$ cat config.mk
export PLATFORM = sky130hd
export DESIGN_NAME = spi_slave_xfer
export DESIGN_NICKNAME = d
export VERILOG_FILES = /design/src/rtl/spi_sl_pkg.sv /design/src/rtl/spi_sl_sync.sv /design/src/rtl/spi_sl_edge.sv /design/src/rtl/spi_sl_rx.sv /design/src/rtl/spi_sl_tx.sv /design/src/rtl/spi_slave_xfer.sv
export SDC_FILE = /design/constraint.sdc
export NUM_CORES = 1
export LEC_CHECK = 0
export BUFFER_PORTS_ARGS = -buffer_cell sky130_fd_sc_hd__buf_4
export CAP_MARGIN = 0
export CORE_UTILIZATION = 40
export DETAILED_ROUTE_END_ITERATION = 7
export PLACE_DENSITY = 0.6
export SLEW_MARGIN = 20
export SYNTH_ARGS = -nofsm -noshare
export SYNTH_HDL_FRONTEND = slang
export SYNTH_HIERARCHICAL = 1
export SYNTH_SLANG_ARGS = --single-unit
$ cat constraint.sdc
create_clock -name clk -period 3 [get_ports clk]
set_clock_uncertainty 0.1 [all_clocks]
set_input_delay 0.6 -clock clk [delete_from_list [all_inputs] [get_ports clk]]
set_output_delay 0.6 -clock clk [all_outputs]
set_load 0.05 [all_outputs]
$ cat src/rtl/spi_sl_pkg.sv
package spi_sl_pkg;

  // Serial clock events seen in the system clock domain.
  typedef struct packed {
    logic sample;
    logic shift;
    logic start;
  } spi_ev_t;

  // Edge on which data is sampled: rising when polarity and phase agree.
  function automatic logic sample_on_rise(input logic cpol, input logic cpha);
    return ~(cpol ^ cpha);
  endfunction

  // Bit counter width for a given word length.
  function automatic int cnt_width(input int word_w);
    return (word_w > 2) ? $clog2(word_w) : 1;
  endfunction

endpackage

$ cat src/rtl/spi_sl_sync.sv
module spi_sl_sync #(
  parameter int          WIDTH     = 3,
  parameter int          STAGES    = 2,
  parameter logic [WIDTH-1:0] RESET_VAL = '0
) (
  input  logic             clk,
  input  logic             rst_n,
  input  logic [WIDTH-1:0] d,
  output logic [WIDTH-1:0] q
);
  logic [WIDTH-1:0] stg [STAGES];

  genvar s;
  generate
    for (s = 0; s < STAGES; s++) begin : g_stage
      if (s == 0) begin : g_first
        always_ff @(posedge clk or negedge rst_n) begin
          if (!rst_n) stg[0] <= RESET_VAL;
          else        stg[0] <= d;
        end
      end else begin : g_next
        always_ff @(posedge clk or negedge rst_n) begin
          if (!rst_n) stg[s] <= RESET_VAL;
          else        stg[s] <= stg[s-1];
        end
      end
    end
  endgenerate

  assign q = stg[STAGES-1];
endmodule

$ cat src/rtl/spi_sl_edge.sv
module spi_sl_edge
  import spi_sl_pkg::*;
(
  input  logic    clk,
  input  logic    rst_n,
  input  logic    ss_s,
  input  logic    sclk_s,
  input  logic    cpol,
  input  logic    cpha,
  output spi_ev_t ev
);
  logic sclk_q;
  logic ss_q;
  logic rise, fall, selected, on_rise;

  always_ff @(posedge clk or negedge rst_n) begin
    if (!rst_n) begin
      sclk_q <= 1'b0;
      ss_q   <= 1'b1;
    end else begin
      sclk_q <= sclk_s;
      ss_q   <= ss_s;
    end
  end

  assign rise     = sclk_s & ~sclk_q;
  assign fall     = ~sclk_s & sclk_q;
  assign selected = ~ss_s;
  assign on_rise  = sample_on_rise(cpol, cpha);

  always_comb begin
    ev.sample = selected & (on_rise ? rise : fall);
    ev.shift  = selected & (on_rise ? fall : rise);
    ev.start  = ss_q & ~ss_s;
  end
endmodule

$ cat src/rtl/spi_sl_rx.sv
module spi_sl_rx
  import spi_sl_pkg::*;
#(
  parameter int WORD_W = 8
) (
  input  logic              clk,
  input  logic              rst_n,
  input  logic              start_ev,
  input  logic              sample_ev,
  input  logic              mosi_s,
  input  logic              chain_en,
  output logic [WORD_W-1:0] word_q,
  output logic              word_vld,
  output logic              at_wrap,
  output logic              fresh,
  output logic              halted
);
  localparam int CNT_W = cnt_width(WORD_W);
  localparam logic [CNT_W-1:0] LAST = CNT_W'(WORD_W - 1);

  logic [CNT_W-1:0]  cnt;
  logic [WORD_W-1:0] acc;
  logic [WORD_W-1:0] next_word;

  assign next_word = {acc[WORD_W-2:0], mosi_s};

  always_ff @(posedge clk or negedge rst_n) begin
    if (!rst_n) begin
      cnt      <= '0;
      acc      <= '0;
      word_q   <= '0;
      word_vld <= 1'b0;
      fresh    <= 1'b1;
      halted   <= 1'b0;
    end else if (start_ev) begin
      cnt      <= '0;
      fresh    <= 1'b1;
      halted   <= 1'b0;
      word_vld <= 1'b0;
    end else if (sample_ev && !halted) begin
      acc   <= next_word;
      fresh <= 1'b0;
      if (cnt == LAST) begin
        cnt      <= '0;
        word_q   <= next_word;
        word_vld <= 1'b1;
        halted   <= ~chain_en;
      end else begin
        cnt      <= cnt + 1'b1;
        word_vld <= 1'b0;
      end
    end else begin
      word_vld <= 1'b0;
    end
  end

  assign at_wrap = (cnt == '0);
endmodule

$ cat src/rtl/spi_sl_tx.sv
module spi_sl_tx #(
  parameter int WORD_W = 8
) (
  input  logic              clk,
  input  logic              rst_n,
  input  logic              start_ev,
  input  logic              shift_ev,
  input  logic              halted,
  input  logic              at_wrap,
  input  logic              fresh,
  input  logic [WORD_W-1:0] load_first,
  input  logic [WORD_W-1:0] load_next,
  output logic              out_bit
);
  logic [WORD_W-1:0] sh;

  always_ff @(posedge clk or negedge rst_n) begin
    if (!rst_n) begin
      sh <= '0;
    end else if (start_ev) begin
      sh <= load_first;
    end else if (shift_ev && !halted) begin
      if (at_wrap) begin
        if (!fresh) sh <= load_next;
      end else begin
        sh <= {sh[WORD_W-2:0], 1'b0};
      end
    end
  end

  assign out_bit = sh[WORD_W-1];
endmodule

$ cat src/rtl/spi_slave_xfer.sv
module spi_slave_xfer
  import spi_sl_pkg::*;
#(
  parameter int WORD_W      = 8,
  parameter int SYNC_STAGES = 2
) (
  input  logic              clk,
  input  logic              rst_n,
  input  logic              cfg_cpol,
  input  logic              cfg_cpha,
  input  logic              cfg_chain,
  input  logic              sclk_pin,
  input  logic              mosi_pin,
  input  logic              ss_n_pin,
  output logic              miso_data,
  output logic              miso_en,
  input  logic [WORD_W-1:0] tx_word,
  output logic [WORD_W-1:0] rx_word,
  output logic              rx_valid
);
  localparam int SYNC_W = 3;

  logic [SYNC_W-1:0] pins_s;
  logic              ss_sync, sclk_sync, mosi_sync;
  spi_ev_t           ev;
  logic              sample_ev, shift_ev, start_ev;
  logic              at_wrap, fresh, halted;

  spi_sl_sync #(
    .WIDTH    (SYNC_W),
    .STAGES   (SYNC_STAGES),
    .RESET_VAL(3'b100)
  ) u_sync (
    .clk  (clk),
    .rst_n(rst_n),
    .d    ({ss_n_pin, sclk_pin, mosi_pin}),
    .q    (pins_s)
  );

  assign ss_sync   = pins_s[2];
  assign sclk_sync = pins_s[1];
  assign mosi_sync = pins_s[0];

  spi_sl_edge u_edge (
    .clk   (clk),
    .rst_n (rst_n),
    .ss_s  (ss_sync),
    .sclk_s(sclk_sync),
    .cpol  (cfg_cpol),
    .cpha  (cfg_cpha),
    .ev    (ev)
  );

  assign sample_ev = ev.sample;
  assign shift_ev  = ev.shift;
  assign start_ev  = ev.start;

  spi_sl_rx #(.WORD_W(WORD_W)) u_rx (
    .clk      (clk),
    .rst_n    (rst_n),
    .start_ev (start_ev),
    .sample_ev(sample_ev),
    .mosi_s   (mosi_sync),
    .chain_en (cfg_chain),
    .word_q   (rx_word),
    .word_vld (rx_valid),
    .at_wrap  (at_wrap),
    .fresh    (fresh),
    .halted   (halted)
  );

  spi_sl_tx #(.WORD_W(WORD_W)) u_tx (
    .clk       (clk),
    .rst_n     (rst_n),
    .start_ev  (start_ev),
    .shift_ev  (shift_ev),
    .halted    (halted),
    .at_wrap   (at_wrap),
    .fresh     (fresh),
    .load_first(tx_word),
    .load_next (rx_word),
    .out_bit   (miso_data)
  );

  assign miso_en = ~ss_sync;
endmodule

After elaboration in Yosys (flattened, before gate mapping)
Cells that the tools add are included.
- add/sub/neg operators: 1
- equality and inequality tests: 2
- multiplexer cells: 17
- bitwise gates (word level): 11
- reduce and logical (&&, ||, !) cells: 11
- operators with widths (operator ; number):
    two-way mux 8 bit ; 4
    two-way mux 1 bit ; 10
    two-way mux 3 bit ; 3
    AND reduction 2 bit ; 3
    nonzero test 2 bit ; 3
    AND 1 bit ; 5
    inverter 1 bit ; 5
    adder 3 x 1 -> 3 bit (second input constant) ; 1
    equality test 3 bit (second input constant) ; 1
    logical NOT 3 bit ; 1
    != test 3 bit (second input constant) ; 1
    AND reduction 3 bit ; 1
    logical AND 1 bit ; 2
    logical NOT 1 bit ; 1
    XOR 1 bit ; 1
- flip-flop bits (word level): 37
- input bits: 16
- logic and storage cells: 53

Depth between registers and ports, before layout
Gate-level depths: netlist of the first run.
- word-level depth: 7
- mapped depth: 8
- gate-level depth less buffers: 6

Modules after synthesis
The synthesis of the first run kept the hierarchy.
- modules (own cells, without submodules) (module ; times used ; cells each ; area an instance (um^2) ; sequential area each (um^2)):
    spi_sl_rx ; 1 ; 61 ; 883.3 ; 526.8
    spi_sl_tx ; 1 ; 53 ; 550.5 ; 200.2
    spi_sl_sync ; 1 ; 9 ; 175.2 ; 152.6
    spi_sl_edge ; 1 ; 8 ; 103.8 ; 51.3
    spi_slave_xfer ; 1 ; 1 ; 3.8 ; 0.0

Least setup slack after synthesis of the first run
No wires, ideal clock.
- path type: input -> register
- start: in cfg_cpha
- end: reg u_rx.word_q[0]
- library setup time: 0.125 ns
- arrival time: 1.927 ns
- required time: 2.775 ns
- slack: 0.848 ns
- stages: 7
- cells stage by stage: xnor2_1 > mux2i_1 > nand2b_1 > buf_6 > nor3b_2 > buf_6 > mux2_2
- RTL lines (item ; RTL line ; RTL):
    start, declared ; spi_slave_xfer.sv:10 ; input logic cfg_cpha,
    end signal, assigned ; spi_sl_rx.sv:45 ; word_q <= next_word;
    end, declared ; spi_sl_rx.sv:12 ; output logic [WORD_W-1:0] word_q,

==> results of run 1 <==
## cell families after synthesis
family                   count (synthesis)
multiplexers                            26
AND/OR/NAND/NOR                         31
adder cells (fa/ha/maj)                  4
buffers and inverters                   14
AO/OA/AOI/OAI                           19
flip-flops                              37
XOR/XNOR                                 1
## final cells by class
class	count	share of cell area, %
inverters	4	0.7481
flip-flops and latches	37	46.38
multi-input cells	81	34.35
well taps	50	3.117
clock inverters	3	1.122
repair buffers	29	10.85
clock buffers	5	3.429
## placed cells by master, fill, tap and decap left out, types with 5 or more instances in the layout
master / count
mux2_2: 15
nand2_1: 8
buf_4: 29
a21oi_1: 8
dfrtp_1: 33
mux2i_1: 11
clkbuf_8: 5
## power groups by stage
stage	Clock [W]	Combinational, W	Sequential [W]
after floorplan	0	0.000178	0.000628
after global placement	0	0.000221	0.000634
after detailed placement	0	0.000229	0.000640
after CTS	0.000357	0.000230	0.000630
after global routing	0.000375	0.000255	0.000639
final	0.000344	0.000227	0.000629
## per-stage QoR
| stage | util, % | instance area (sq um) |
|---|---|---|
| 6_report | 49.46 | 2007 |
| 5_1_grt | 49.46 | 2007 |
| 4_1_cts | 49.46 | 2007 |
| 3_5_place_dp | 47.21 | 1916 |
| 3_3_place_gp | 47.21 | 1916 |
| 2_1_floorplan | - | 1717 |
## registers in the layout, summed over array words and instances (netlist names), 3 cells and up
| register | count |
|---|---|
| u_rx/acc | 7 |
| u_rx/cnt | 3 |
| u_rx/word_q | 8 |
| u_sync/q | 3 |
| u_sync/stg | 3 |
| u_tx/sh | 8 |
## worst reg2reg max path, stage by stage (launching register included)
cell and delay, ps:
dfrtp_1 380, or3b_1 400, mux2i_1 190, nand2b_1 240
nor3b_2 220, buf_4 200, mux2_2 350
## routing by layer
layer	track usage (%)	share of wire, %	vias up
met5	0	0	-
met4	4.787	0.56	0
met3	4.054	3.2	2
met2	23.39	48	13
met1	21.66	48	523
li1	-	-	508
## how the worst min path moves through the flow
stage	start	endpoint	slack, ps
2_1_floorplan	rst_n	u_edge/sclk_q$_DFF_PN0_	200
3_3_place_gp	u_sync/stg[4]$_DFF_PN0_	u_sync/q[1]$_DFF_PN0_	240
3_5_place_dp	u_sync/stg[4]$_DFF_PN0_	u_sync/q[1]$_DFF_PN0_	240
4_1_cts	rst_n	u_tx/sh[4]$_DFFE_PN0P_	180
5_1_grt	rst_n	u_tx/sh[4]$_DFFE_PN0P_	200
6_report	rst_n	u_rx/word_q[2]$_DFFE_PN0P_	170
==> results.py, run 1 <==
metrics = {
    "floorplan": {
        "rows": 23,
        "io_pins": 27,
        "die_w_um": 67.51,
        "start_util_pct": 42.31,
        "core_sq_um": 4058,
        "dieArea_sq_um": 4558,
        "die_y_um": 67.51,
    },
    "synthesis": {
        "ys_seq_elements": 37,
        "synth-seq-area-share_pct": 54.23,
        "syn_area_sq_um": 1717,
        "yosys-top-cells-area": "dfrtp_1 48%, mux2_2 9.8%, mux2i_1 6.4%",
        "synth-xor-area-share_pct": 0.5102,
        "synth_fp_nets": 152,
        "synth-edff-count": 0,
        "netlist_instances": 132,
        "synth_fa_ha_area_share_pct": 2.915,
        "synth_top_family_by_area": "multiplexers",
        "synth_cell_types": 30,
        "synth_mux_area_share_pct": 16.25,
        "synth_commonest_cells": "33 x dfrtp_1, 15 x mux2_2, 11 x mux2i_1",
        "yosysWarnings": 6,
        "synth_top_cell_by_area": "dfrtp_1",
        "synth.avg_cell_area_sq_um": 13.00,
        "synth-simple-area-share_pct": 12.10,
        "synth_top_area_share_pct": 48.10,
        "synth_compound_area_share_pct": 8.382,
        "async_reset_ff_share_pct": 100.0,
        "yosys.cell_count.top_type": "dfrtp_1",
        "synth_top_flop_cell": "dfrtp_1",
    },
    "worst_setup_path": {
        "path_cells": "or3b_1, mux2i_1, nand2b_1, nor3b_2, buf_4, mux2_2",
        "cp.depth": 6,
        "arrival_ps": 2270,
        "worst-r2r-cell-count": 6,
        "crit_path_top_delay_cell": "or3b_1",
        "worst_r2r_startpoint": "u_edge/sclk_q$_DFF_PN0_",
        "crit_type": "reg -> reg",
        "r2r_setup_slack_ps": 800,
        "cp_slowest_stage_delay_ps": 400,
        "worstPathMaxFanout": 9,
        "crit_family": "simple AND/OR/NAND/NOR gates",
        "path_buf_inv": 1,
        "regToRegEndpoint": "u_rx/word_q[6]$_DFFE_PN0P_",
        "crit_end": "u_rx/word_q[6]$_DFFE_PN0P_",
        "start_kind": "flop",
        "required_ps": 3060,
        "cp-startpoint": "u_edge/sclk_q$_DFF_PN0_",
        "endpoint_kind": "flop",
    },
    "clocking": {
        "cts_root_buffer": "clkbuf_8",
        "clockBufferDepth": 2,
        "cts_resized": 0,
        "ctsHoldBuffers": 0,
        "insertion_delay_ps": 280,
        "cts_tree": "done",
        "cts_setup_buffers": 0,
        "clk_pin_slew_ps": 80,
        "htreeDepth": 2,
        "cts_buffers": 5,
        "clock-sinks": 37,
    },
    "finish": {
        "ff_latch_area_sq_um": 930.9,
        "fillers": 372,
        "stdcell_count": 209,
        "drive_above_1_share_pct": 42.77,
        "n_antenna_cell": 0,
        "multiInputGateArea_sq_um": 689.4,
        "nNetsFinal": 178,
        "area_growth_pct": 16.91,
    },
    "power": {
        "total_power_w": 0.001200,
        "pwr-share-seq_pct": 52.5,
        "p_per_area_nw_per_um2": 597.9,
        "p_leak_nw": 1.001,
        "peakVddDrop_uv": 355.5,
        "switching_share_pct": 28.68,
        "clock_power_share_pct": 28.6,
        "p_comb_share_pct": 18.9,
        "power_switching_w": 0.0003442,
        "p_int_w": 0.0008557,
    },
    "detailed_routing": {
        "drc_errors": 0,
        "drtIter0Drc": 54,
        "firstDrtPassIters": 4,
        "vias": 1046,
        "detail_route.wl_per_cell_um": 14.41,
        "routed_via_density": 5.005,
        "antenna_left": 0,
        "drt_wl_total_mm": 3.011,
    },
    "sta": {
        "fin_crit_sh_pct": 73.40,
        "setup_viol": 0,
        "worst_pin_slew_ps": 682.9,
        "slew_headroom_pct": 54.38,
        "slew_viol_final": 0,
        "period_minus_slack_ps": 2202,
        "finalHoldViolCount": 0,
        "fin_tns_setup_ps": 0,
        "hold_ws_ps": 167.3,
        "fmax_ghz": 0.4541,
        "rsz0062_at_grt": "no",
        "setup_slack_ps": 798.0,
    },
    "grt": {
        "antenna_found_initial": 0,
        "grt_overflow": 0,
        "grt_pass1_vias": 1082,
        "grt_max_degree": 38,
        "grt_first_pass_wirelength_mm": 5.188,
        "track_usage_pct": 15.52,
    },
    "placed_design": {
        "place_ws_ps": 505.1,
        "dpl.hpwl_mm": 2.093,
        "gp_congestion": 0.7147,
        "dp.cells": 201,
        "port_buffers": 26,
    },
    "hold_path": {
        "hold_class": "in -> async",
    },
    "job": {
        "maxCapViolations": 0,
    },
    "outcome": {
        "status": "completed",
    },
}
(Power assumes the default switching activity.)
==> run 2, diff against run 1 <==
- clock period: 3 -> 2.1 ns (I/O delays scaled with it)
==> results.py, run 2 (synthesis gave the netlist of run 1 again) <==
metrics = {
    "worst_setup_path": {
        "worstPathMaxFanout": 7,
        "r2r_setup_slack_ps": 30,
        "cp_slowest_stage_delay_ps": 400,
        "crit_family": "simple AND/OR/NAND/NOR gates",
        "start_kind": "flop",
        "worst_r2r_startpoint": "u_sync/q[1]$_DFF_PN0_",
        "regToRegEndpoint": "u_rx/acc[4]$_DFFE_PN0P_",
        "crit_type": "reg -> reg",
        "crit_path_top_delay_cell": "or3b_1",
        "path_cells": "or3b_1, mux2i_1, nand2b_1, buf_4, nor2_2, buf_6, mux2_2",
        "arrival_ps": 2150,
        "required_ps": 2180,
        "worst-r2r-cell-count": 7,
        "endpoint_kind": "flop",
        "path_buf_inv": 2,
    },
    "grt": {
        "antenna_found_initial": 0,
        "grt_max_degree": 38,
        "track_usage_pct": 16.08,
        "grt_first_pass_wirelength_mm": 5.147,
        "grt_overflow": 0,
        "grt_pass1_vias": 1094,
    },
    "finish": {
        "stdcell_count": 216,
        "area_growth_pct": 23.76,
        "drive_above_1_share_pct": 43.98,
        "layout_common_cells": "33 x dfrtp_1, 32 x buf_4, 11 x mux2i_1",
        "utilization_pct": 52.36,
        "nNetsFinal": 185,
        "fillers": 350,
        "top_regs": "u_rx/word_q (8), u_tx/sh (8), u_rx/acc (7)",
        "n_antenna_cell": 0,
        "layout_commonest_cell": "dfrtp_1",
    },
    "detailed_routing": {
        "top_layer": "met4",
        "drc_errors": 0,
        "antenna_left": 0,
        "drt-met1-wl_mm": 1.432,
        "detail_route.wl_per_cell_um": 14.94,
        "routed_via_density": 5.023,
        "wl_met3_um": 126,
        "drtIter0Drc": 28,
        "drt_wl_total_mm": 3.226,
        "firstDrtPassIters": 4,
        "vias": 1085,
        "route.met2.wl_mm": 1.608,
    },
    "sta": {
        "worst_pin_slew_ps": 461.5,
        "slew_viol_final": 0,
        "fin_tns_setup_ps": 0,
        "rsz0062_at_grt": "yes",
        "hold_ws_ps": 128.5,
        "setup_viol": 0,
        "period_minus_slack_ps": 2073,
        "fmax_ghz": 0.4824,
        "fin_crit_sh_pct": 98.71,
        "finalHoldViolCount": 0,
        "slew_headroom_pct": 69.23,
    },
    "placed_design": {
        "gp_congestion": 0.7422,
        "port_buffers": 26,
        "dp.cells": 206,
        "dpl.hpwl_mm": 2.178,
    },
    "hold_path": {
        "hold_class": "in -> reg",
        "holdPathEnd": "u_sync/stg[5]$_DFF_PN1_",
        "min_delay_path_depth": 1,
        "hp-start": "ss_n_pin",
    },
    "power": {
        "p_per_area_nw_per_um2": 887.7,
        "total_power_w": 0.001886,
        "peakVddDrop_uv": 499.2,
        "p_leak_nw": 1.063,
    },
    "floorplan": {
        "dieArea_sq_um": 4558,
        "die_y_um": 67.51,
        "die_w_um": 67.51,
        "io_pins": 27,
        "rows": 23,
        "core_sq_um": 4058,
        "start_util_pct": 42.31,
    },
    "clocking": {
        "clk_pin_slew_ps": 70,
        "clockBufferDepth": 2,
        "htreeDepth": 2,
        "insertion_delay_ps": 300,
        "clock-sinks": 37,
        "cts_tree": "done",
        "cts_buffers": 5,
        "cts_root_buffer": "clkbuf_8",
    },
    "job": {
        "maxCapViolations": 0,
    },
    "outcome": {
        "status": "completed",
    },
}
run 2: cell count changes in the layout (fill, tap and decap cells not counted):
cell	delta
clkbuf_1	+1
mux2_2	-6
buf_6	+2
clkinv_4	-1
buf_4	+3
clkinv_2	-1
bufinv_16	+1
mux2_4	+6
buf_12	+1
dlygate4sd3_1	+1
run 2: area by class of cell:
class / count / area [sq um] / area share [%]
sequential: 37 / 930.9 / 43.82
multi-input combinational: 81 / 711.9 / 33.51
tap: 50 / 62.56 / 2.945
clock inverter: 2 / 38.79 / 1.826
clock buffer: 6 / 72.57 / 3.416
inverter: 4 / 15.01 / 0.7067
timing repair buffer: 36 / 292.8 / 13.78
run 2: worst max path at each step:
| stage | start | end | slack, ps | cells past startpoint |
|---|---|---|---|---|
| 6_report | u_sync/q[1]$_DFF_PN0_ | u_rx/acc[4]$_DFFE_PN0P_ | 30 | 7 |
| 5_1_grt | u_sync/q[1]$_DFF_PN0_ | u_rx/word_q[6]$_DFFE_PN0P_ | -40 | 6 |
| 4_1_cts | u_sync/q[1]$_DFF_PN0_ | u_rx/word_q[2]$_DFFE_PN0P_ | 20 | 6 |
| 3_5_place_dp | cfg_cpha | u_rx/word_q[2]$_DFFE_PN0P_ | -110 | 7 |
| 3_3_place_gp | cfg_cpha | u_rx/word_q[5]$_DFFE_PN0P_ | -5 | 7 |
| 2_1_floorplan | u_sync/q[1]$_DFF_PN0_ | u_rx/word_q[0]$_DFFE_PN0P_ | 30 | 8 |
run 2: worst register-to-register path, cell delays in order (launching register included):
cell      delay [ps]
dfrtp_1          390
or3b_1           400
mux2i_1          190
nand2b_1         150
buf_4            170
nor2_2            90
buf_6            150
mux2_2           330
run 2: per-layer routing:
layer	global-route usage [%]	vias up
li1	-	524
met5	0	-
met2	24.88	16
met1	19.78	538
met4	7.181	0
met3	6.081	7
run 2: report_power, final:
group | total (W) | switching (W) | internal [W]
Clock | 0.000612 | 0.000256 | 0.000356
Sequential | 0.000901 | 0.0000759 | 0.000825
Combinational | 0.000373 | 0.000168 | 0.000205
Total | 0.00189 | 0.000501 | 0.00139
run 2: through the flow:
stage / worst slack (ps) / instance area (sq um)
global placement: -5.077 / 1966
detailed placement: -113.8 / 1966
CTS: 18.03 / 2095
global route: -43.74 / 2125
finish: 27.15 / 2125
floorplan: 29.12 / 1717
run 2: timing repair:
item                                   4_1_cts  5_1_grt
setup endpoints to repair                    3       15
endpoints found under the hold margin       33        0
hold buffers                                 1        0
resized for setup                            0        8
buffers inserted                             1        0
